$ cat config.mk
export PLATFORM = sky130hd
export DESIGN_NAME = bscan_chain
export DESIGN_NICKNAME = d
export VERILOG_FILES = /design/src/rtl/bscan_pkg.sv /design/src/rtl/bscan_rst_sync.sv /design/src/rtl/bscan_cell.sv /design/src/rtl/bscan_chain.sv
export SDC_FILE = /design/constraint.sdc
export NUM_CORES = 1
export LEC_CHECK = 0
export ABC_AREA = 1
export BUFFER_PORTS_ARGS = -buffer_cell sky130_fd_sc_hd__buf_2
export CORE_MARGIN = 2
export CORE_UTILIZATION = 40
export CTS_CLUSTER_SIZE = 28
export DETAILED_ROUTE_END_ITERATION = 16
export PLACE_DENSITY = 0.63
export REMOVE_ABC_BUFFERS = 1
export SLEW_MARGIN = 25
export SYNTH_ARGS = -nofsm -noshare
export SYNTH_HDL_FRONTEND = slang
export SYNTH_SLANG_ARGS = --single-unit
export TNS_END_PERCENT = 50
$ cat constraint.sdc
create_clock -name tck -period 0.8 [get_ports tck]
set_input_delay 0.2 -clock tck [delete_from_list [all_inputs] [get_ports tck]]
set_output_delay 0.2 -clock tck [all_outputs]
set_load 0.02 [all_outputs]
$ cat src/rtl/bscan_pkg.sv
package bscan_pkg;
  localparam int unsigned CELL_BITS = 3;
  localparam int unsigned BIT_IN    = 0;
  localparam int unsigned BIT_EN    = 1;
  localparam int unsigned BIT_OUT   = 2;
  typedef logic [CELL_BITS-1:0] cell_t;
endpackage

$ cat src/rtl/bscan_rst_sync.sv
module bscan_rst_sync #(
  parameter int unsigned STAGES = 2
) (
  input  logic clk,
  input  logic rst_n,
  output logic rst_sync_n
);
  logic [STAGES-1:0] sync_q;

  always_ff @(posedge clk or negedge rst_n) begin
    if (!rst_n) sync_q <= '0;
    else        sync_q <= {sync_q[STAGES-2:0], 1'b1};
  end

  assign rst_sync_n = sync_q[STAGES-1];
endmodule

$ cat src/rtl/bscan_cell.sv
module bscan_cell
  import bscan_pkg::*;
(
  input  logic clk,
  input  logic rst_n,
  input  logic step_en,
  input  logic shift_sel,
  input  logic upd_stb,
  input  logic tmode,
  input  logic ser_in,
  output logic ser_out,
  input  logic c_out,
  input  logic c_oe,
  input  logic p_in,
  output logic p_out,
  output logic p_oe,
  output logic c_in
);
  cell_t cap_q, cap_d;
  cell_t upd_q, upd_d;
  cell_t par_val;

  always_comb begin
    par_val          = '0;
    par_val[BIT_IN]  = p_in;
    par_val[BIT_EN]  = c_oe;
    par_val[BIT_OUT] = c_out;
  end

  always_comb begin
    cap_d = cap_q;
    if (step_en) begin
      if (shift_sel) cap_d = {cap_q[CELL_BITS-2:0], ser_in};
      else           cap_d = par_val;
    end
  end

  always_comb begin
    upd_d = upd_q;
    if (upd_stb) upd_d = cap_q;
  end

  always_ff @(posedge clk or negedge rst_n) begin
    if (!rst_n) begin
      cap_q <= '0;
      upd_q <= '0;
    end else begin
      cap_q <= cap_d;
      upd_q <= upd_d;
    end
  end

  assign ser_out = cap_q[CELL_BITS-1];
  assign p_out   = tmode ? upd_q[BIT_OUT] : c_out;
  assign p_oe    = tmode ? upd_q[BIT_EN]  : c_oe;
  assign c_in    = tmode ? upd_q[BIT_IN]  : p_in;

  AST_CAPTURE_LOADS: assert property (@(posedge clk) disable iff (!rst_n)
    (step_en && !shift_sel) |=> (cap_q[BIT_OUT] == $past(c_out) && cap_q[BIT_EN] == $past(c_oe) && cap_q[BIT_IN] == $past(p_in)));
  AST_SHIFT_ADVANCES: assert property (@(posedge clk) disable iff (!rst_n)
    (step_en && shift_sel) |=> (cap_q[BIT_IN] == $past(ser_in) && ser_out == $past(cap_q[BIT_EN])));
  AST_UPDATE_HOLDS: assert property (@(posedge clk) disable iff (!rst_n)
    !upd_stb |=> $stable(upd_q));
  AST_UPDATE_COPIES: assert property (@(posedge clk) disable iff (!rst_n)
    upd_stb |=> upd_q == $past(cap_q));
  AST_IDLE_FROZEN: assert property (@(posedge clk) disable iff (!rst_n)
    !step_en |=> $stable(cap_q));
endmodule

$ cat src/rtl/bscan_chain.sv
module bscan_chain
  import bscan_pkg::*;
#(
  parameter int unsigned NUM_PINS = 4
) (
  input  logic                tck,
  input  logic                rst_n,
  input  logic                scan_clk_en,
  input  logic                scan_shift,
  input  logic                scan_update,
  input  logic                test_mode,
  input  logic                scan_in,
  output logic                scan_out,
  input  logic [NUM_PINS-1:0] core_out,
  input  logic [NUM_PINS-1:0] core_oe,
  input  logic [NUM_PINS-1:0] pad_in,
  output logic [NUM_PINS-1:0] pad_out,
  output logic [NUM_PINS-1:0] pad_oe,
  output logic [NUM_PINS-1:0] core_in
);
  localparam int unsigned CHAIN_LEN = NUM_PINS * CELL_BITS;

  logic               rst_sync_n;
  logic [NUM_PINS:0]  link;

  bscan_rst_sync #(.STAGES(2)) u_rst (
    .clk        (tck),
    .rst_n      (rst_n),
    .rst_sync_n (rst_sync_n)
  );

  assign link[0] = scan_in;

  for (genvar p = 0; p < NUM_PINS; p++) begin : g_cell
    bscan_cell u_cell (
      .clk       (tck),
      .rst_n     (rst_sync_n),
      .step_en   (scan_clk_en),
      .shift_sel (scan_shift),
      .upd_stb   (scan_update),
      .tmode     (test_mode),
      .ser_in    (link[p]),
      .ser_out   (link[p+1]),
      .c_out     (core_out[p]),
      .c_oe      (core_oe[p]),
      .p_in      (pad_in[p]),
      .p_out     (pad_out[p]),
      .p_oe      (pad_oe[p]),
      .c_in      (core_in[p])
    );
  end

  assign scan_out = link[NUM_PINS];

  AST_BYPASS_WHEN_OFF: assert property (@(posedge tck) disable iff (!rst_sync_n)
    !test_mode |-> (pad_out == core_out && pad_oe == core_oe && core_in == pad_in));
  AST_TEST_IGNORES_CORE: assert property (@(posedge tck) disable iff (!rst_sync_n)
    (test_mode && $past(test_mode) && !$past(scan_update)) |-> $stable(pad_out) && $stable(pad_oe) && $stable(core_in));
  initial begin
    AST_CHAIN_LEN: assert (CHAIN_LEN == 3 * NUM_PINS);
  end
endmodule

## Yosys cells after proc, flatten, opt, wreduce, memory -nomap -nowiden

Index checks and enable logic that the tools add are counted.
Widths: inputs -> output; s select.

- Multiplexer cells: 16

Operator list:

| cell | number |
|---|---|
| $mux 1 | 12 |
| $mux 3 | 4 |

- Flip-flop bits (word level): 26
- Output and inout port bits: 13

## Longest topological paths before layout

Gate-level depths: netlist of run 1.

- Depth in word-level cells: 1
- Gate-level depth with buffers: 5
- Mapped depth without buffers: 4

## Hierarchy

From an unflattened synthesis of run 1, not the netlist that was laid out.

- Cells, all modules: 171
- Area, all modules: 1,239.9 um2

Modules (own cells, without submodules):

| module | instances | cells each | area each (um2) | sequential area each (um2) |
|---|---|---|---|---|
| bscan_cell | 4 | 42 | 296.5 | 150.1 |
| bscan_rst_sync | 1 | 3 | 53.8 | 50.0 |

## Worst setup path after synthesis of run 1

OpenSTA, ideal clock, no wires.

- Kind: input port to output port
- Start: input test_mode
- End: output core_in[0]
- Arrival time: 0.641 ns
- Slack: -0.041 ns
- Cell stages on the path: 3
- Buffers on the path: 2
- Path through: buf_2 o21ai_0 buf_4

- Word-level cells in the longest chain between the ends: 1

RTL lines:

| what | RTL line | source |
|---|---|---|
| from (decl) | bscan_chain.sv:11 | `input logic test_mode,` |
| $mux 1 | bscan_cell.sv:56 | `assign c_in = tmode ? upd_q[BIT_IN] : p_in;` |
| to (decl) | bscan_chain.sv:19 | `output logic [NUM_PINS-1:0] core_in` |

Every way passes these cells.

## Worst setup path after layout of run 1

- Start: register g_cell[1].u_cell.upd_q[0]
- End: output core_in[1]

- Word-level cells in the longest chain between the ends: 1

RTL lines:

| what | RTL line | source |
|---|---|---|
| from (decl) | bscan_cell.sv:20 | `cell_t upd_q, upd_d;` |
| from (signal assigned) | bscan_cell.sv:49 | `upd_q <= upd_d;` |
| $mux 1 | bscan_cell.sv:56 |  |

Every way passes these cells.

==> impl_metrics.py, run 1 <==
metrics = {
    "run_status": {
        "status": "finished with violations",
        "violations": "negative setup slack",
    },
    "route": {
        "via_per_inst": 4.35,
        "drt_iter0_drc": 47,
        "routedWlPerCell_um": 9.90,
        "dr.pass1.iters": 4,
        "routed_wl_um": 2650,
        "drc": 0,
        "route.vias.total": 1166,
        "ant_nets": 0,
    },
    "clock_tree": {
        "clock-root-buffer": "clkbuf_4",
        "htreeDepth": 1,
        "clock-sinks": 26,
        "clk_pin_slew_ns": 0.13,
        "clk_path_buf_depth": 2,
        "cts_tree": "built",
        "insertion_delay_ns": 0.32,
        "numCtsBuffers": 3,
    },
    "critical_path": {
        "arrival_ns": 1.00,
        "critical-path-top-delay-family": "flip-flops",
        "crit_type": "flip-flop to output pin",
        "path_buf_inv": 1,
        "critical_path_peak_fanout": 2,
        "end_kind": "output pin",
        "cpPeakStageDelay_ns": 0.41,
        "required_ns": 0.60,
        "path_cells": "nand2_1 -> o21ai_0 -> buf_2",
        "start_kind": "flip-flop",
        "slowest_stage": "dfrtp_1",
    },
    "placement": {
        "gp_congestion": 0.755,
        "pre_cts_ws_ns": -0.220,
        "io_buffers": 31,
        "dp_hpwl_um": 1830,
        "dp_cells": 259,
    },
    "pwr": {
        "power_mw": 2.92,
        "ir_worst_vdd_uv": 1230,
        "p_per_area_mw_per_mm2": 1690,
        "power_leakage_nw": 0.958,
    },
    "die": {
        "coreArea_sq_mm": 0.00334,
        "die_w_um": 62.8,
        "die_h_um": 62.8,
        "dieArea_sq_mm": 0.00395,
        "start_util_pct": 41.5,
        "io_pins": 32,
        "row_count": 21,
    },
    "synthesis": {
        "synth_top_family_by_area": "simple AND/OR/NAND/NOR gates",
        "synthMuxAreaShare_pct": 0,
        "synthesis.area_sq_mm": 0.00138,
        "yosysSeqAreaShare_pct": 47.0,
        "yosys.area_share.xor_xnor_pct": 0,
        "synthSimpleGateAreaFrac_pct": 23.9,
        "synth_cell_types": 13,
        "synth.area.top_cells": "dfrtp_1 (47%), nand2_1 (17%), buf_4 (7.1%)",
        "synth-adder-area-share_pct": 0,
        "synth_compound_area_share_pct": 10.6,
        "synth_top_area_share_pct": 47.0,
        "ys_seq_elements": 26,
        "synth_area_per_cell_sq_um": 7.60,
        "synth_area_leader_cell": "dfrtp_1",
        "postSynthCellCount": 182,
        "synth-warning-count": 0,
    },
    "finish": {
        "syn_to_final_growth_pct": 25.0,
        "drive_gt1_share_pct": 35.1,
        "nNetsFinal": 243,
        "num-fill-cells": 354,
        "fin_cells": 268,
        "antennaDiodeCount": 0,
    },
    "sta": {
        "period_minus_slack_ns": 1.20,
        "fmax_ghz": 0.832,
        "skew_ns": 0.00412,
        "setup_viol": 15,
        "maxSlewViolCount": 0,
        "hold_slack_ns": 0.173,
        "fin_tns_setup_ns": -5.04,
        "hold_viol_final": 0,
        "setup_slack_ns": -0.401,
        "rsz0062_at_grt": "yes",
        "fin_crit_sh_pct": 150,
    },
    "grt": {
        "grt_max_degree": 25,
        "antenna_found_initial": 0,
        "grt_use_total_pct": 14.7,
        "grt_pass1_vias": 1105,
        "grt_pass1_wl_um": 4710,
        "overflow": 0,
    },
    "min_path": {
        "hold_class": "input port to flip-flop",
    },
    "flow_run": {
        "cap_violations": 0,
    },
}
cell usage in the layout, fill, tap and decap left out:
cell type and count:
buf_6 1, a21oi_2 7, o21ai_0 6, buf_4 23
nand3_1 12, inv_2 9, a21oi_1 4, conb_1 1
o21ai_1 7, dfrtp_1 26, buf_2 29, inv_1 18
nor2_2 1, nand2_1 61, dlygate4sd3_1 1, clkbuf_4 3
nor2_4 2, buf_12 3, nor2_1 8
per-stage QoR:
step	utilization, %	cell area [sq um]
global route	51.8	1730
global placement	48.9	1630
CTS	50.5	1690
floorplan	-	1230
finish	51.8	1730
detailed placement	48.9	1630
cell families after synthesis:
family                 Yosys count
AND/OR/NAND/NOR                 84
buffers and inverters           47
flip-flops                      26
AO/OA/AOI/OAI                   24
other                            1
final timing paths:
kind / cells past startpoint / startpoint / slack, ns / to
hold reg to reg: 1 / u_rst.sync_q[1]$_DFF_PN0_ / 0.18 / g_cell[2].u_cell.upd_q[1]$_DFFE_PN0P_
setup reg to reg: 4 / g_cell[0].u_cell.upd_q[0]$_DFFE_PN0P_ / -0.04 / g_cell[0].u_cell.upd_q[0]$_DFFE_PN0P_
max in group asynchronous: 1 / u_rst.sync_q[1]$_DFF_PN0_ / 0.41 / g_cell[1].u_cell.upd_q[0]$_DFFE_PN0P_
setup / recovery: 3 / g_cell[1].u_cell.upd_q[0]$_DFFE_PN0P_ / -0.40 / core_in[1]
hold / removal: 5 / scan_in / 0.17 / g_cell[0].u_cell.cap_q[0]$_DFFE_PN0P_
min in group asynchronous: 2 / rst_n / 0.18 / u_rst.sync_q[0]$_DFF_PN0_
registers in the layout, summed over array words and instances (netlist names):
signal / cells
u_rst.sync_q: 2
g_cell.u_cell.upd_q: 12
g_cell.u_cell.cap_q: 12
layout make-up:
type,instances,area (sq um),share of cell area (%)
clock buffer,3,22.5,1.30
inverter,27,101,5.86
tap,46,57.6,3.33
multi-input combinational,109,498,28.8
sequential,26,651,37.6
timing repair buffer,57,399,23.1
worst register-to-register path: cells and delay by family, from the launching register on:
kind | cells | cell delay [ns]
flops | 1 | 0.40
buf+inv | 2 | 0.26
compound gates | 1 | 0.03
simple gates | 1 | 0.07
cells in the mapped netlist (all sizes together):
master / n
nand2: 61
inv: 27
dfrtp: 26
buf: 20
o21ai: 13
nand3: 12
a21oi: 11
nor2: 11
conb: 1
where the power goes:
| group | switching, mW | total, mW | internal (mW) |
|---|---|---|---|
| Combinational | 0.443 | 0.806 | 0.363 |
| Clock | 0.383 | 0.560 | 0.177 |
| Sequential | 0.0823 | 1.55 | 1.47 |
repair_timing:
| item | 4_1_cts | 5_1_grt |
|---|---|---|
| setup endpoints to repair | 13 | 23 |
| endpoints found under the hold margin | 2 | 0 |
| hold buffers | 1 | 0 |
| gates resized for setup | 9 | 14 |
| buffers inserted | 2 | 3 |
| pin swaps | 6 | 6 |
metal layers:
| metal | global-route usage, % | wire (um) | vias up |
|---|---|---|---|
| met2 | 25.5 | 1270 | 26 |
| li1 | - | - | 625 |
| met1 | 18.4 | 1270 | 513 |
| met3 | 3.96 | 97 | 2 |
| met4 | 3.33 | 24 | 0 |
| met5 | 0 | 0 | - |
No activity file was read; power rests on OpenSTA's default activity.
==> run 2: changes to the inputs <==
ABC_AREA = unset   (was 1)
==> impl_metrics.py, run 2 <==
metrics = {
    "route": {
        "routed_wl_um": 2360,
        "drt_iter0_drc": 27,
        "dr.pass1.iters": 4,
        "routedWlPerCell_um": 13.1,
        "via_per_inst": 4.54,
        "route.vias.total": 818,
        "drc": 0,
        "ant_nets": 0,
    },
    "synthesis": {
        "ys_seq_elements": 26,
        "synth_common_cells": "dfrtp_1 (26), mux2_2 (24), buf_4 (14)",
        "async_flop_share_pct": 100,
        "synth-warning-count": 0,
        "synth_top_area_share_pct": 51.0,
        "synth_edf_count": 0,
        "synth_area_leader_cell": "dfrtp_1",
        "synth.area.top_cells": "dfrtp_1 (51%), mux2_2 (21%), mux2i_1 (9.4%)",
        "synth_area_per_cell_sq_um": 12.3,
        "synthesis.area_sq_mm": 0.00127,
        "yosysSeqAreaShare_pct": 51.0,
        "synthFlopType": "dfrtp_1",
        "yosysMostFrequentCell": "dfrtp_1",
        "postSynthCellCount": 104,
        "synth_cell_types": 10,
    },
    "sta": {
        "setup_slack_ns": -0.532,
        "setup_viol": 14,
        "fin_tns_setup_ns": -6.51,
        "fin_crit_sh_pct": 167,
        "hold_viol_final": 0,
        "maxSlewViolCount": 0,
        "skew_ns": 0.00899,
        "fmax_ghz": 0.751,
        "rsz0062_at_grt": "yes",
        "period_minus_slack_ns": 1.33,
        "hold_slack_ns": 0.172,
    },
    "flow_run": {
        "cap_violations": 0,
    },
    "grt": {
        "grt_max_degree": 25,
        "antenna_found_initial": 0,
        "grt_use_total_pct": 14.7,
        "grt_pass1_vias": 859,
        "grt_pass1_wl_um": 3950,
        "overflow": 0,
    },
    "finish": {
        "reg_top3": "g_cell.u_cell.cap_q: 12 flops, g_cell.u_cell.upd_q: 12 flops, u_rst.sync_q: 2 flops",
        "drive_gt1_share_pct": 52.9,
        "fin_cells": 180,
        "final_cell_mix": "dfrtp_1 (26), buf_2 (18), mux2_2 (17), buf_6 (13)",
        "nNetsFinal": 156,
        "final_common_cell": "dfrtp_1",
        "finish.instance_area_sq_mm": 0.00165,
        "antennaDiodeCount": 0,
        "syn_to_final_growth_pct": 29.3,
    },
    "critical_path": {
        "arrival_ns": 1.13,
        "start_kind": "flip-flop",
        "crit_type": "flip-flop to output pin",
        "end_kind": "output pin",
        "critical_path_peak_fanout": 2,
        "required_ns": 0.60,
    },
    "clock_tree": {
        "numCtsBuffers": 3,
        "cts_tree": "built",
        "clock-root-buffer": "clkbuf_4",
        "clock-sinks": 26,
        "htreeDepth": 1,
        "insertion_delay_ns": 0.31,
        "clk_path_buf_depth": 2,
        "clk_pin_slew_ns": 0.14,
    },
    "placement": {
        "io_buffers": 31,
        "dp_cells": 174,
        "pre_cts_ws_ns": -0.345,
        "gp_congestion": 0.728,
        "placed_area_sq_mm": 0.00149,
    },
    "die": {
        "dieArea_sq_mm": 0.00365,
        "io_pins": 32,
        "die_w_um": 60.5,
        "row_count": 20,
        "coreArea_sq_mm": 0.00305,
        "start_util_pct": 41.8,
        "die_h_um": 60.5,
    },
    "run_status": {
        "violations": "negative setup slack",
        "status": "finished with violations",
    },
    "min_path": {
        "hold_class": "flip-flop to asynchronous set/reset pin",
    },
    "pwr": {
        "p_per_area_mw_per_mm2": 1920,
        "power_leakage_nw": 0.768,
        "ir_worst_vdd_uv": 847,
    },
}
run 2: per-layer routing:
| metal | vias up | GRT usage (%) | part of all wire (%) |
|---|---|---|---|
| met3 | 2 | 2.13 | 4.4 |
| li1 | 408 | - | - |
| met1 | 386 | 20.5 | 50 |
| met5 | - | 0 | 0 |
| met4 | 0 | 6.52 | 1.1 |
| met2 | 22 | 22.8 | 45 |
run 2: layout make-up:
class / instances / area [sq um]
clock buffer: 4 / 36.3
fill: 264 / 1400
multi-input combinational: 61 / 526
sequential: 26 / 651
tap: 44 / 55.1
timing repair buffer: 45 / 382
run 2: worst paths after layout:
path                       slack (ns)  cells after the start                                    end                                   from
min                              0.17                      1  g_cell[3].u_cell.upd_q[2]$_DFFE_PN0P_              u_rst.sync_q[1]$_DFF_PN0_
max in group asynchronous        0.41                      1  g_cell[2].u_cell.cap_q[1]$_DFFE_PN0P_              u_rst.sync_q[1]$_DFF_PN0_
max reg2reg                     -0.07                      2  g_cell[1].u_cell.upd_q[1]$_DFFE_PN0P_  g_cell[1].u_cell.upd_q[1]$_DFFE_PN0P_
min in group tck                 0.19                      3  g_cell[0].u_cell.cap_q[2]$_DFFE_PN0P_                            core_out[0]
min reg2reg                      0.17                      1  g_cell[3].u_cell.upd_q[2]$_DFFE_PN0P_              u_rst.sync_q[1]$_DFF_PN0_
max                             -0.53                      2                              pad_oe[0]  g_cell[0].u_cell.upd_q[1]$_DFFE_PN0P_
run 2: logic make-up (layout without fill, tap and decap cells):
| kind of cell | Yosys count | after routing | share of synthesized area (%) |
|---|---|---|---|
| other | 1 | 1 | 0.294 |
| flip-flops | 26 | 26 | 51.0 |
| buffers and inverters | 17 | 49 | 9.81 |
| AND/OR/NAND/NOR | 12 | 12 | 3.53 |
| multiplexers | 36 | 36 | 30.6 |
| AO/OA/AOI/OAI | 12 | 12 | 4.71 |
run 2: critical path: stages (launching register included):
cell and delay (ns):
dfrtp_1 0.41, mux2_4 0.27, buf_6 0.13
run 2: repair_timing:
item	4_1_cts	5_1_grt
hold endpoints to repair	2	0
setup endpoints to repair	13	31
hold buffers	1	0
pin swaps	0	9
resized for setup	19	14
setup buffers	0	1
run 2: where the power goes:
part	total [mW]	internal (mW)	switching (mW)
sequential	1.61	1.50	0.114
combinational	0.898	0.522	0.376
clock	0.646	0.278	0.368
run 2: through the flow:
stage	util [%]	power (mW)
floorplan	-	2.04
global placement	48.7	2.34
detailed placement	48.7	2.36
CTS	52.3	3.13
global route	54.0	3.37
finish	54.0	3.16
==> run 3: changes to the inputs <==
REMOVE_ABC_BUFFERS = unset   (was 1)
==> impl_metrics.py, run 3 (same netlist as run 2, synthesis figures left out) <==
metrics = {
    "route": {
        "drt_iter0_drc": 8,
        "routedWlPerCell_um": 12.9,
        "route.vias.total": 837,
        "via_per_inst": 4.65,
        "drc": 0,
        "routed_wl_um": 2320,
        "dr.pass1.iters": 3,
        "ant_nets": 0,
    },
    "die": {
        "start_util_pct": 41.8,
        "die_w_um": 60.5,
        "row_count": 20,
        "die_h_um": 60.5,
        "io_pins": 32,
        "coreArea_sq_mm": 0.00305,
        "dieArea_sq_mm": 0.00365,
    },
    "critical_path": {
        "r2r-end": "g_cell[0].u_cell.upd_q[1]$_DFFE_PN0P_",
        "crit_path_end": "pad_out[3]",
        "required_ns": 0.60,
        "crit_start": "g_cell[3].u_cell.upd_q[2]$_DFFE_PN0P_",
        "slowest_stage": "dfrtp_1",
        "path_buf_inv": 1,
        "worst-path-stages": 2,
        "reg2reg_slack_ns": -0.07,
        "rr_worst_depth": 2,
        "critical_path_peak_fanout": 2,
        "start_kind": "flip-flop",
        "path_cells": "mux2_4 -> buf_6",
        "worstReg2RegStart": "g_cell[0].u_cell.upd_q[1]$_DFFE_PN0P_",
        "end_kind": "output pin",
        "cpPeakStageDelay_ns": 0.40,
        "arrival_ns": 1.11,
        "critical-path-top-delay-family": "flip-flops",
        "crit_type": "flip-flop to output pin",
    },
    "grt": {
        "grt_max_degree": 25,
        "antenna_found_initial": 0,
        "overflow": 0,
        "grt_use_total_pct": 13.4,
        "grt_pass1_wl_um": 3560,
        "grt_pass1_vias": 838,
        "busiest_layer": "met2",
        "use_met3_pct": 4.48,
        "use_met2_pct": 25.3,
        "gr-usage-met1_pct": 14.7,
    },
    "run_status": {
        "violations": "negative setup slack",
        "status": "finished with violations",
    },
    "finish": {
        "syn_to_final_growth_pct": 31.8,
        "drive_gt1_share_pct": 52.9,
        "final_cell_mix": "dfrtp_1 (26), buf_2 (19)",
        "nNetsFinal": 157,
        "antennaDiodeCount": 0,
        "reg_top3": "g_cell.u_cell.cap_q: 12 flops, g_cell.u_cell.upd_q: 12 flops, u_rst.sync_q: 2 flops",
        "final_common_cell": "dfrtp_1",
    },
    "sta": {
        "hold_viol_final": 0,
        "maxSlewViolCount": 0,
        "setup_slack_ns": -0.509,
        "fin_crit_sh_pct": 164,
        "skew_ns": 0.00762,
        "fmax_ghz": 0.764,
        "period_minus_slack_ns": 1.31,
        "rsz0062_at_grt": "yes",
        "setup_viol": 15,
        "fin_tns_setup_ns": -6.39,
    },
    "min_path": {
        "hold_class": "input port to asynchronous set/reset pin",
    },
    "clock_tree": {
        "numCtsBuffers": 3,
        "insertion_delay_ns": 0.31,
        "clk_pin_slew_ns": 0.12,
        "clock-sinks": 26,
        "cts_tree": "built",
        "htreeDepth": 1,
        "clock-root-buffer": "clkbuf_4",
        "clk_path_buf_depth": 2,
    },
    "placement": {
        "io_buffers": 31,
        "dp_hpwl_um": 1690,
        "gp_congestion": 0.692,
        "pre_cts_ws_ns": -0.359,
    },
    "pwr": {
        "p_per_area_mw_per_mm2": 1820,
        "power_leakage_nw": 0.794,
        "ir_worst_vdd_uv": 1410,
    },
    "flow_run": {
        "cap_violations": 0,
    },
    "synthesis": {
        "syn_nets": 123,
    },
}
[run 3: repair_timing]
action                     4_1_cts  5_1_grt
setup buffers                    0        2
pin swaps                        1        2
hold endpoints to repair         2        0
setup endpoints to repair       14       21
gates resized for setup         18        8
hold buffers                     1        0
[run 3: power breakdown]
group          internal, mW  switching (mW)  total (mW)
combinational         0.554           0.382       0.936
clock                 0.176           0.337       0.513
sequential             1.50           0.114        1.61
[run 3: worst reg2reg max path: stages, from the launching register on]
cell and delay [ns]:
dfrtp_1 0.39, buf_4 0.13, mux2_2 0.25
[run 3: area by class of cell]
cell class                      count  area [sq um]
Fill cell                         289          1370
Sequential cell                    26           651
Multi-Input combinational cell     61           544
Timing Repair Buffer               46           408
Tap cell                           44          55.1
Clock buffer                        3          22.5
[run 3: worst min path at each step]
stage | startpoint | endpoint | slack [ns]
finish | rst_n | u_rst.sync_q[1]$_DFF_PN0_ | 0.18
global route | rst_n | u_rst.sync_q[0]$_DFF_PN0_ | 0.17
CTS | rst_n | u_rst.sync_q[0]$_DFF_PN0_ | 0.16
detailed placement | rst_n | u_rst.sync_q[0]$_DFF_PN0_ | -0.01
global placement | rst_n | u_rst.sync_q[0]$_DFF_PN0_ | -0.02
floorplan | rst_n | u_rst.sync_q[0]$_DFF_PN0_ | -0.1
[run 3: metrics by stage]
step	hold slack, ns	cell area, sq um	std cells	utilization (%)	power (mW)
2_1_floorplan	-0.0956	1370	104	-	2.32
3_3_place_gp	-0.0151	1550	174	50.8	2.40
3_5_place_dp	-0.0103	1550	174	50.8	2.44
4_1_cts	0.161	1640	178	53.7	3.07
5_1_grt	0.170	1680	180	55.0	3.24
6_report	0.180	1680	180	55.0	3.06
[run 3: layer usage]
metal | routed length (um) | vias to the layer above | part of all wire [%]
met1 | 1000 | 405 | 43
met5 | 0 | - | 0
met3 | 92 | 2 | 4.0
met2 | 1200 | 18 | 52
li1 | - | 412 | -
met4 | 20 | 0 | 0.86
